$ cat src/rtl/cof_trace_pkg.sv
package cof_trace_pkg;

    localparam logic [2:0] EV_NONE       = 3'd0;
    localparam logic [2:0] EV_BR_TAKEN   = 3'd1;
    localparam logic [2:0] EV_IDX_JUMP   = 3'd2;
    localparam logic [2:0] EV_RETURN     = 3'd3;
    localparam logic [2:0] EV_PLAIN_JUMP = 3'd4;

    localparam logic [1:0] MODE_NORMAL = 2'b00;

    typedef enum logic [1:0] {
        ST_IDLE  = 2'd0,
        ST_ARMED = 2'd1,
        ST_HOLD  = 2'd2,
        ST_DONE  = 2'd3
    } trc_state_e;

endpackage

$ cat src/rtl/cof_trace_classify.sv
module cof_trace_classify #(
    parameter int ADDR_W = 18,
    localparam int EW = ADDR_W + 1
) (
    input  logic              ret_valid,
    input  logic [2:0]        ret_class,
    input  logic [ADDR_W-1:0] ret_src,
    input  logic [ADDR_W-1:0] ret_dst,
    input  logic              irq_take,
    input  logic              irq_debug,
    input  logic [ADDR_W-1:0] irq_vec,
    output logic              ins_hit,
    output logic [EW-1:0]     ins_entry,
    output logic              vec_hit,
    output logic [EW-1:0]     vec_entry
);
    import cof_trace_pkg::*;

    always_comb begin
        ins_hit   = 1'b0;
        ins_entry = '0;
        if (ret_valid) begin
            unique case (ret_class)
                EV_BR_TAKEN: begin
                    ins_hit   = 1'b1;
                    ins_entry = {1'b0, ret_src};
                end
                EV_IDX_JUMP, EV_RETURN: begin
                    ins_hit   = 1'b1;
                    ins_entry = {1'b1, ret_dst};
                end
                default: begin
                    ins_hit   = 1'b0;
                    ins_entry = '0;
                end
            endcase
        end
    end

    assign vec_hit   = irq_take && !irq_debug;
    assign vec_entry = {1'b1, irq_vec};

endmodule

$ cat src/rtl/cof_trace_ctrl.sv
module cof_trace_ctrl #(
    parameter int EW = 19
) (
    input  logic                      clk,
    input  logic                      rst_n,
    input  logic                      trace_en,
    input  logic [1:0]                trace_mode,
    input  logic                      trigger,
    input  logic                      ins_hit,
    input  logic [EW-1:0]             ins_entry,
    input  logic                      vec_hit,
    input  logic [EW-1:0]             vec_entry,
    output logic                      wr_en,
    output logic [EW-1:0]             wr_entry,
    output logic                      clear,
    output cof_trace_pkg::trc_state_e state
);
    import cof_trace_pkg::*;

    trc_state_e state_d;
    logic [EW-1:0] hold_q;

    always_ff @(posedge clk or negedge rst_n) begin
        if (!rst_n) begin
            state  <= ST_IDLE;
            hold_q <= '0;
        end else begin
            state <= state_d;
            if (state == ST_ARMED) begin
                hold_q <= vec_entry;
            end
        end
    end

    always_comb begin
        state_d = state;
        unique case (state)
            ST_IDLE: begin
                if (trace_en && trace_mode == MODE_NORMAL) state_d = ST_ARMED;
            end
            ST_ARMED: begin
                if (!trace_en)                state_d = ST_IDLE;
                else if (trigger)             state_d = ST_DONE;
                else if (ins_hit && vec_hit)  state_d = ST_HOLD;
            end
            ST_HOLD: begin
                if (!trace_en)     state_d = ST_IDLE;
                else if (trigger)  state_d = ST_DONE;
                else               state_d = ST_ARMED;
            end
            ST_DONE: begin
                if (!trace_en) state_d = ST_IDLE;
            end
            default: state_d = ST_IDLE;
        endcase
    end

    always_comb begin
        wr_en    = 1'b0;
        wr_entry = '0;
        clear    = 1'b0;
        unique case (state)
            ST_IDLE: begin
                clear = trace_en && trace_mode == MODE_NORMAL;
            end
            ST_ARMED: begin
                if (trace_en && !trigger) begin
                    wr_en    = ins_hit || vec_hit;
                    wr_entry = ins_hit ? ins_entry : vec_entry;
                end
            end
            ST_HOLD: begin
                wr_en    = 1'b1;
                wr_entry = hold_q;
            end
            ST_DONE: begin
                wr_en = 1'b0;
            end
            default: wr_en = 1'b0;
        endcase
    end

endmodule

$ cat src/rtl/cof_trace_store.sv
module cof_trace_store #(
    parameter int DEPTH = 64,
    parameter int EW    = 19,
    localparam int PW = (DEPTH > 1) ? $clog2(DEPTH) : 1,
    localparam int CW = $clog2(DEPTH + 1)
) (
    input  logic          clk,
    input  logic          rst_n,
    input  logic          clear,
    input  logic          wr_en,
    input  logic [EW-1:0] wr_entry,
    input  logic [PW-1:0] rd_idx,
    output logic [EW-1:0] rd_data,
    output logic          rd_valid,
    output logic [CW-1:0] count
);
    localparam logic [PW-1:0] LAST = PW'(DEPTH - 1);

    logic [EW-1:0] mem [DEPTH];
    logic [PW-1:0] wptr;
    logic          wrap;
    logic [PW-1:0] base;
    logic [PW-1:0] phys;

    always_ff @(posedge clk or negedge rst_n) begin
        if (!rst_n) begin
            wptr <= '0;
            wrap <= 1'b0;
        end else if (clear) begin
            wptr <= '0;
            wrap <= 1'b0;
        end else if (wr_en) begin
            if (wptr == LAST) begin
                wptr <= '0;
                wrap <= 1'b1;
            end else begin
                wptr <= wptr + 1'b1;
            end
        end
    end

    always_ff @(posedge clk) begin
        if (wr_en && !clear) begin
            mem[wptr] <= wr_entry;
        end
    end

    always_comb begin
        base = wrap ? wptr : '0;
        phys = base + rd_idx;
        if (phys > LAST) phys = phys - PW'(DEPTH);
    end

    assign count    = wrap ? CW'(DEPTH) : CW'(wptr);
    assign rd_valid = CW'(rd_idx) < count;
    assign rd_data  = mem[phys];

endmodule

$ cat src/rtl/cof_trace_buffer.sv
module cof_trace_buffer #(
    parameter int ADDR_W = 18,
    parameter int DEPTH  = 64,
    localparam int EW = ADDR_W + 1,
    localparam int PW = (DEPTH > 1) ? $clog2(DEPTH) : 1,
    localparam int CW = $clog2(DEPTH + 1)
) (
    input  logic              clk,
    input  logic              rst_n,
    input  logic              trace_en,
    input  logic [1:0]        trace_mode,
    input  logic              trigger,
    input  logic              ret_valid,
    input  logic [2:0]        ret_class,
    input  logic [ADDR_W-1:0] ret_src,
    input  logic [ADDR_W-1:0] ret_dst,
    input  logic              irq_take,
    input  logic              irq_debug,
    input  logic [ADDR_W-1:0] irq_vec,
    input  logic [PW-1:0]     rd_idx,
    output logic [EW-1:0]     rd_data,
    output logic              rd_valid,
    output logic [CW-1:0]     entry_count
);
    import cof_trace_pkg::*;

    logic          ins_hit, vec_hit, wr_en, clear;
    logic [EW-1:0] ins_entry, vec_entry, wr_entry;
    trc_state_e    st;

    cof_trace_classify #(.ADDR_W(ADDR_W)) u_classify (
        .ret_valid (ret_valid),
        .ret_class (ret_class),
        .ret_src   (ret_src),
        .ret_dst   (ret_dst),
        .irq_take  (irq_take),
        .irq_debug (irq_debug),
        .irq_vec   (irq_vec),
        .ins_hit   (ins_hit),
        .ins_entry (ins_entry),
        .vec_hit   (vec_hit),
        .vec_entry (vec_entry)
    );

    cof_trace_ctrl #(.EW(EW)) u_ctrl (
        .clk        (clk),
        .rst_n      (rst_n),
        .trace_en   (trace_en),
        .trace_mode (trace_mode),
        .trigger    (trigger),
        .ins_hit    (ins_hit),
        .ins_entry  (ins_entry),
        .vec_hit    (vec_hit),
        .vec_entry  (vec_entry),
        .wr_en      (wr_en),
        .wr_entry   (wr_entry),
        .clear      (clear),
        .state      (st)
    );

    cof_trace_store #(.DEPTH(DEPTH), .EW(EW)) u_store (
        .clk      (clk),
        .rst_n    (rst_n),
        .clear    (clear),
        .wr_en    (wr_en),
        .wr_entry (wr_entry),
        .rd_idx   (rd_idx),
        .rd_data  (rd_data),
        .rd_valid (rd_valid),
        .count    (entry_count)
    );

endmodule

$ cat config.mk
export PLATFORM = sky130hd
export DESIGN_NAME = cof_trace_buffer
export DESIGN_NICKNAME = d
export VERILOG_FILES = /design/src/rtl/cof_trace_pkg.sv /design/src/rtl/cof_trace_classify.sv /design/src/rtl/cof_trace_ctrl.sv /design/src/rtl/cof_trace_store.sv /design/src/rtl/cof_trace_buffer.sv
export SDC_FILE = /design/constraint.sdc
export NUM_CORES = 1
export LEC_CHECK = 0
export BUFFER_PORTS_ARGS = -buffer_cell sky130_fd_sc_hd__clkbuf_2
export CORE_MARGIN = 2
export CORE_UTILIZATION = 35
export DETAILED_ROUTE_END_ITERATION = 16
export PLACE_DENSITY = 0.59
export SKIP_CTS_REPAIR_TIMING = 1
export SLEW_MARGIN = 10
export SYNTH_ARGS = -nofsm -noshare
export SYNTH_HDL_FRONTEND = slang
export SYNTH_SLANG_ARGS = --single-unit
$ cat constraint.sdc
create_clock -name clk -period 13.8 [get_ports clk]
set_input_delay 1.38 -clock clk [delete_from_list [all_inputs] [get_ports clk]]
set_output_delay 1.38 -clock clk [all_outputs]
set_load 0.02 [all_outputs]
======== Word-level counts from Yosys, hierarchy flattened ========
Memories as Yosys holds them, arrays and structs flattened.
Cells that the tools add are included.
operators by class
  add/sub/neg operators ................... 2
  $lt $le $gt $ge ......................... 1
  equal/unequal tests ..................... 10
  multiplexer cells ....................... 28
  reduce and logical (&&, ||, !) cells .... 17
operators by type and width
  cell                 number
  $pmux 19 s2          2
  $mux 19              3
  $mux 6               4
  $mux 2               7
  $mux 1               9
  $pmux 2 s4           1
  $lt 6x7->1           1
  $mux 7               1
  $add 6x1->6 const B  1
  $add 6x6->6          1
  $eq 3x2->1 const B   2
  $eq 6x6->1 const B   1
  $logic_and 1x1->1    5
  $eq 2x2->1 const B   2
  $logic_not 2->1      2
  $ne 4x4->1 const B   1
  $reduce_bool 2->1    2
  $eq 3x1->1 const B   1
  $logic_not 1->1      3
  $reduce_and 3->1     1
  $reduce_or 3->1      1
  $eq 2x1->1 const B   1
  $ne 2x1->1 const B   1
  $ne 2x2->1 const B   1
  4 further kinds      4
word-level totals
  flip-flop bits (word level) ............. 28
  memory bits (writable) .................. 1,216
  input bits .............................. 72
  output and inout bits ................... 27
  word-level logic and storage cells ...... 63
  memories ................................ 1
memory list
  name         depth  width  rd ports  clocked after Yosys merged registers in  wr ports  line                   text
  u_store.mem  64     19     1         0                                        1         cof_trace_store.sv:19  logic [EW-1:0] mem [DEPTH];

======== Depth between registers and ports, before layout ========
  depth in word-level cells ............... 10
  mapped depth ............................ 16
  depth with buffers taken out ............ 11

======== Hierarchy ========
From an unflattened synthesis, not the netlist that was laid out.
unflattened totals
  cell total of the unflattened synthesis .. 2,513
  area, all modules ....................... 50,018.0 µm²
modules (own cells, without submodules)
  module              times used  cells an instance  area each (µm²)  seq. area each (µm²)
  cof_trace_store     1           2,273              47,898.4         36,690.2
  cof_trace_ctrl      1           152                1,457.6          525.5
  cof_trace_classify  1           88                 661.9            0.0

======== Worst setup path after synthesis ========
OpenSTA, ideal clock, no wires.
  path type ............................... input -> register
  from .................................... in ret_class[1]
  to ...................................... mem u_store.mem[0][18], data pin
  library setup time ...................... 724 ps
  data arrival time ....................... 4,662 ps
  required time ........................... 13,076 ps
  setup slack ............................. 8,415 ps
  cell stages on the path ................. 5
  buffers on the path ..................... 1
  path through ............................ inv_2 nand2_1 clkbuf_1 o21ai_0 a21boi_0
between the ends
  longest elaborated chain between the ends .. 7
  elaborated cells on any way between the ends .. 12
  those cells by class .................... eq/ne: 3; mux: 7; reduce/logical: 2
RTL lines
  what                                                line                      text
  start: declaration                                  cof_trace_buffer.sv:14    input logic [2:0] ret_class,
  $eq 3x2->1 or $eq 3x1->1 (tied branches)            cof_trace_classify.sv:23  unique case (ret_class)
  $reduce_or 2->1 or $reduce_or 3->1 (tied branches)  --
  $pmux 19 s2 or $mux 1 (tied branches)               cof_trace_classify.sv:23
  $mux 19 or $mux 1 (tied branches)                   cof_trace_classify.sv:22  if (ret_valid) begin
  $mux 19 (*)                                         cof_trace_ctrl.sv:69      wr_entry = ins_hit ? ins_entry : vec_entry;
  $mux 19 (*)                                         cof_trace_ctrl.sv:67      if (trace_en && !trigger) begin
  $pmux 19 s2 (*)                                     cof_trace_ctrl.sv:62      unique case (state)
  named net u_ctrl.wr_entry[18]                       cof_trace_ctrl.sv:14      output logic [EW-1:0] wr_entry,
  end: declaration                                    cof_trace_store.sv:19
Mark *: on every way through the listed nets, which the timed path passes. The rest lies on a longest branch.

======== Worst setup path in the final report ========
  from .................................... reg u_store.wrap
  to ...................................... out rd_data[18]
between the ends
  longest elaborated chain between the ends .. 3
RTL lines
  what                      line                    text
  start: declaration        cof_trace_store.sv:21   logic wrap;
  start signal: assignment  cof_trace_store.sv:28   wrap <= 1'b0;
  start signal: assignment  cof_trace_store.sv:31   wrap <= 1'b0;
  start signal: assignment  cof_trace_store.sv:35   wrap <= 1'b1;
  $mux 6                    cof_trace_store.sv:49   base = wrap ? wptr : '0;
  $add 6x6->6               cof_trace_store.sv:50   phys = base + rd_idx;
  $mem_v2 64x19             --
  end: declaration          cof_trace_buffer.sv:21  output logic [EW-1:0] rd_data,
No other way between the ends.

==> results.md <==
- Status: completed
- Worst R2R Start: u_ctrl.state[1]
- Num CTS Buffers: 119
- Slowest CP cell: a2111oi_0
- Synth Instances: 2451
- CORE AREA: 139700 µm²
- Final wirelength: 123.4 mm
- CP arrival: 6.50 ns
- Setup TNS: 0 ns
- Required @ worst endpoint: 12.42 ns
- Initial DRC count: 2844
- Overall power: 8352 µW
- Syn Area/Cell: 20.14 µm²
- Vias post-DR: 25088
- Synth top area cells: edfxtp_1 (74%), mux4_2 (14%), dfrtp_1 (1.4%)
- Vias in the first global route: 25874
- Sequential area share after synthesis: 75.38%
- Period Utilization, post-route: 57.08%
- Hold Path Depth: 1
- Area leader, netlist: edfxtp_1
- CTS max path bufs: 3
- Residual DRC count: 0
- Most used DFF post-synth: edfxtp_1
- Final Max Slew Viols: 0
- Worst-skew pair later-pin latency: between 0.7 and 0.8 ns
- Setup crit end kind: primary output
- Setup violators final: 0
- Crit path depth: 11
- Finished Core Util: 40.34%
- Worst Clk Skew: around 0.03 ns
- Pwr dens: 148.2 nW/µm²
- Root Driver: clkbuf_16
- CTS tree: yes
- Max-Cap Viols: 0
- FF-to-FF setup slack: 8.11 ns
- CP Launch Point: u_store.wrap
- Most frequent cell after synthesis: edfxtp_1
- CP Class: reg -> out
- F_max: 126.9 MHz
- # rows: 137
- Worst hold path class: reg -> reg
- Initial core utilization: 35.34%
- Crit-path max cell delay: 0.93 ns
- Layout net count: 2707
- Library cells used by synthesis: 50
- IO Pins: between 90 and 100
- P&R area growth vs syn: 14.13%
- Crit-path max FO: 96
- TritonCTS Sinks: 1244
- Worst Setup EP: rd_data[18]
- Clock slew at reported path FFs: 0.06 ns
- Number of nets with antenna violations after routing: 0
- Placer Congestion: 0.8219
- Worst reg2reg endpoint: u_store.mem[62][16]
- Router iterations before antenna repair: 5
- Slew @ Worst Pin: between 1 and 1.5 ns
- Final hold violation count: 0
- GR Overflow Total: 0
- Die ar.: 144100 µm²
- Overall routing resource usage: ~17%
- Max-slew headroom: 26.55%
- Initial antenna violation count: 2
- Seq cells post-synth: roughly 1200
- Hpwl dp: 70.16 mm
- Pleak: 0.01809 µW
- Ys async rst share: between 2 and 2.5%
- Startpoint class of the critical path: flip-flop
- Delay-heaviest family, CP: buffers and inverters
- Wire per inst: 26.83 µm
- Share of cells above drive strength 1: a little over a quarter
- Post-Syn Nets: 2540
- Die Width: 379.6 µm
- FILL cells: around 12000
- IO buf count: 98
- Most frequent cells after synthesis: edfxtp_1 (1216), mux4_2 (304), nand2_1 (171)
- RSZ-0062 raised after global routing: no
- First-pass GRT wire length: 180.3 mm
- Crit path buffers/inverters: 3
- Reg2Reg Depth: 9
- H-tree levels: 3
- Mapped cell area: 49370 µm²
- Synth warnings: 0
- Post-route minimum period: ~7.9 ns
- Critical-path cell list: and2_1 > ha_4 > buf_12 > buf_4 > mux4_2 > and2_1 > a2111oi_0 > a31oi_1 > mux2i_1 > mux2i_1 > clkbuf_2
- Synth top area share: 73.96%
- Largest net degree at the start of global routing: 153
- Peak VDD IR: 0.1293 mV
- Via density: approximately 5.5
- Number of flops mapped to enable cells by yosys: 1216
- Die Height: 379.6 µm
## worst min-delay path by stage
stage,from,endpoint
2_1_floorplan,u_ctrl.hold_q[18],u_ctrl.hold_q[18]
3_3_place_gp,u_ctrl.hold_q[18],u_ctrl.hold_q[18]
3_5_place_dp,u_ctrl.hold_q[18],u_ctrl.hold_q[18]
4_1_cts,u_ctrl.hold_q[18],u_ctrl.hold_q[18]
5_1_grt,u_ctrl.hold_q[18],u_ctrl.hold_q[18]
6_report,u_ctrl.hold_q[18],u_ctrl.hold_q[18]
## cell usage in the layout (no fill, tap or decap), types with 7 or more instances in the layout
master / count
o21ai_0: 23
mux2_2: 18
mux2i_1: 57
bufinv_16: 9
clkbuf_16: 121
a2111oi_0: 77
and2_1: 66
nor2_2: 14
mux4_2: 304
dfrtp_1: 28
clkbuf_1: 31
a31oi_1: 76
edfxtp_1: 1216
clkinv_1: 40
a21oi_1: 44
inv_1: 12
and2_0: 14
nand2_1: 171
o22ai_1: 18
buf_4: 98
nor2_1: 65
clkinv_2: 14
nand2b_1: 7
clkbuf_2: 98
nor2b_4: 18
ha_1: 15
## worst reg2reg max path: stages (launching register included)
cell and delay (ns):
dfrtp_1 0.41, inv_1 0.13, ha_1 0.78, nand2_1 0.18
nor2_1 0.85, a21boi_0 0.41, o21ai_1 0.24, nor3_1 0.48
nand3_1 0.75, nor2_4 1.02
## area by class of cell
class                      instances  area (µm²)  share of cell area, %
antenna                            2       5.005               0.008882
clock inverter                    72       604.3                  1.072
clock buffer                     152        3144                  5.580
sequential                      1244       37220                  66.04
multi-input combinational       1040       11680                  20.73
inverter                          13       48.80                0.08660
timing repair buffer             200        1306                  2.318
tap                             1876        2347                  4.165
## power by group
part,switching (µW),leakage (µW),internal (µW)
logic,538,0.00472,252
registers,32.1,0.0115,4370
clock network,1380,0.00182,1770
## logic make-up (layout without fill, tap and decap cells)
group,count (synthesis),in the layout,synth area share (%)
flip-flops,1244,1244,75.38
XOR/XNOR,7,7,0.1394
AND/OR/NAND/NOR,383,383,3.588
AO/OA/AOI/OAI,254,254,3.474
multiplexers,379,379,15.43
adder cells (fa/ha/maj),17,17,0.4460
other,0,2,0
buffers and inverters,167,437,1.541
## state kept, by name, indices dropped and copies added (netlist names)
| name | count |
|---|---|
| u_ctrl.state | 2 |
| u_store.wptr | 6 |
| u_store.wrap | 1 |
| u_ctrl.hold_q | 19 |
| u_store.mem | 1216 |
## per-layer routing
metal	routed length (µm)	vias to the layer above	track usage (%)	part of all wire, %
li1	-	10453	-	-
met1	53080	13462	24.01	43
met2	58410	990	26.80	47
met3	8769	179	3.157	7.1
met4	3087	4	4.530	2.5
met5	32	-	0	0.026
## stage by stage
step                      std cells  hold slack, ns  area [µm²]  setup slack, ns
after floorplan                2451          0.4372       49370            8.415
after global placement         4373          0.4512       52600            5.689
after detailed placement       4373          0.4544       52600            5.641
after CTS                      4597          0.4721       56350            5.556
after global routing           4597          0.5100       56350            5.474
final                          4599          0.4703       56350            5.923
Power figures use the tool's default switching activity.
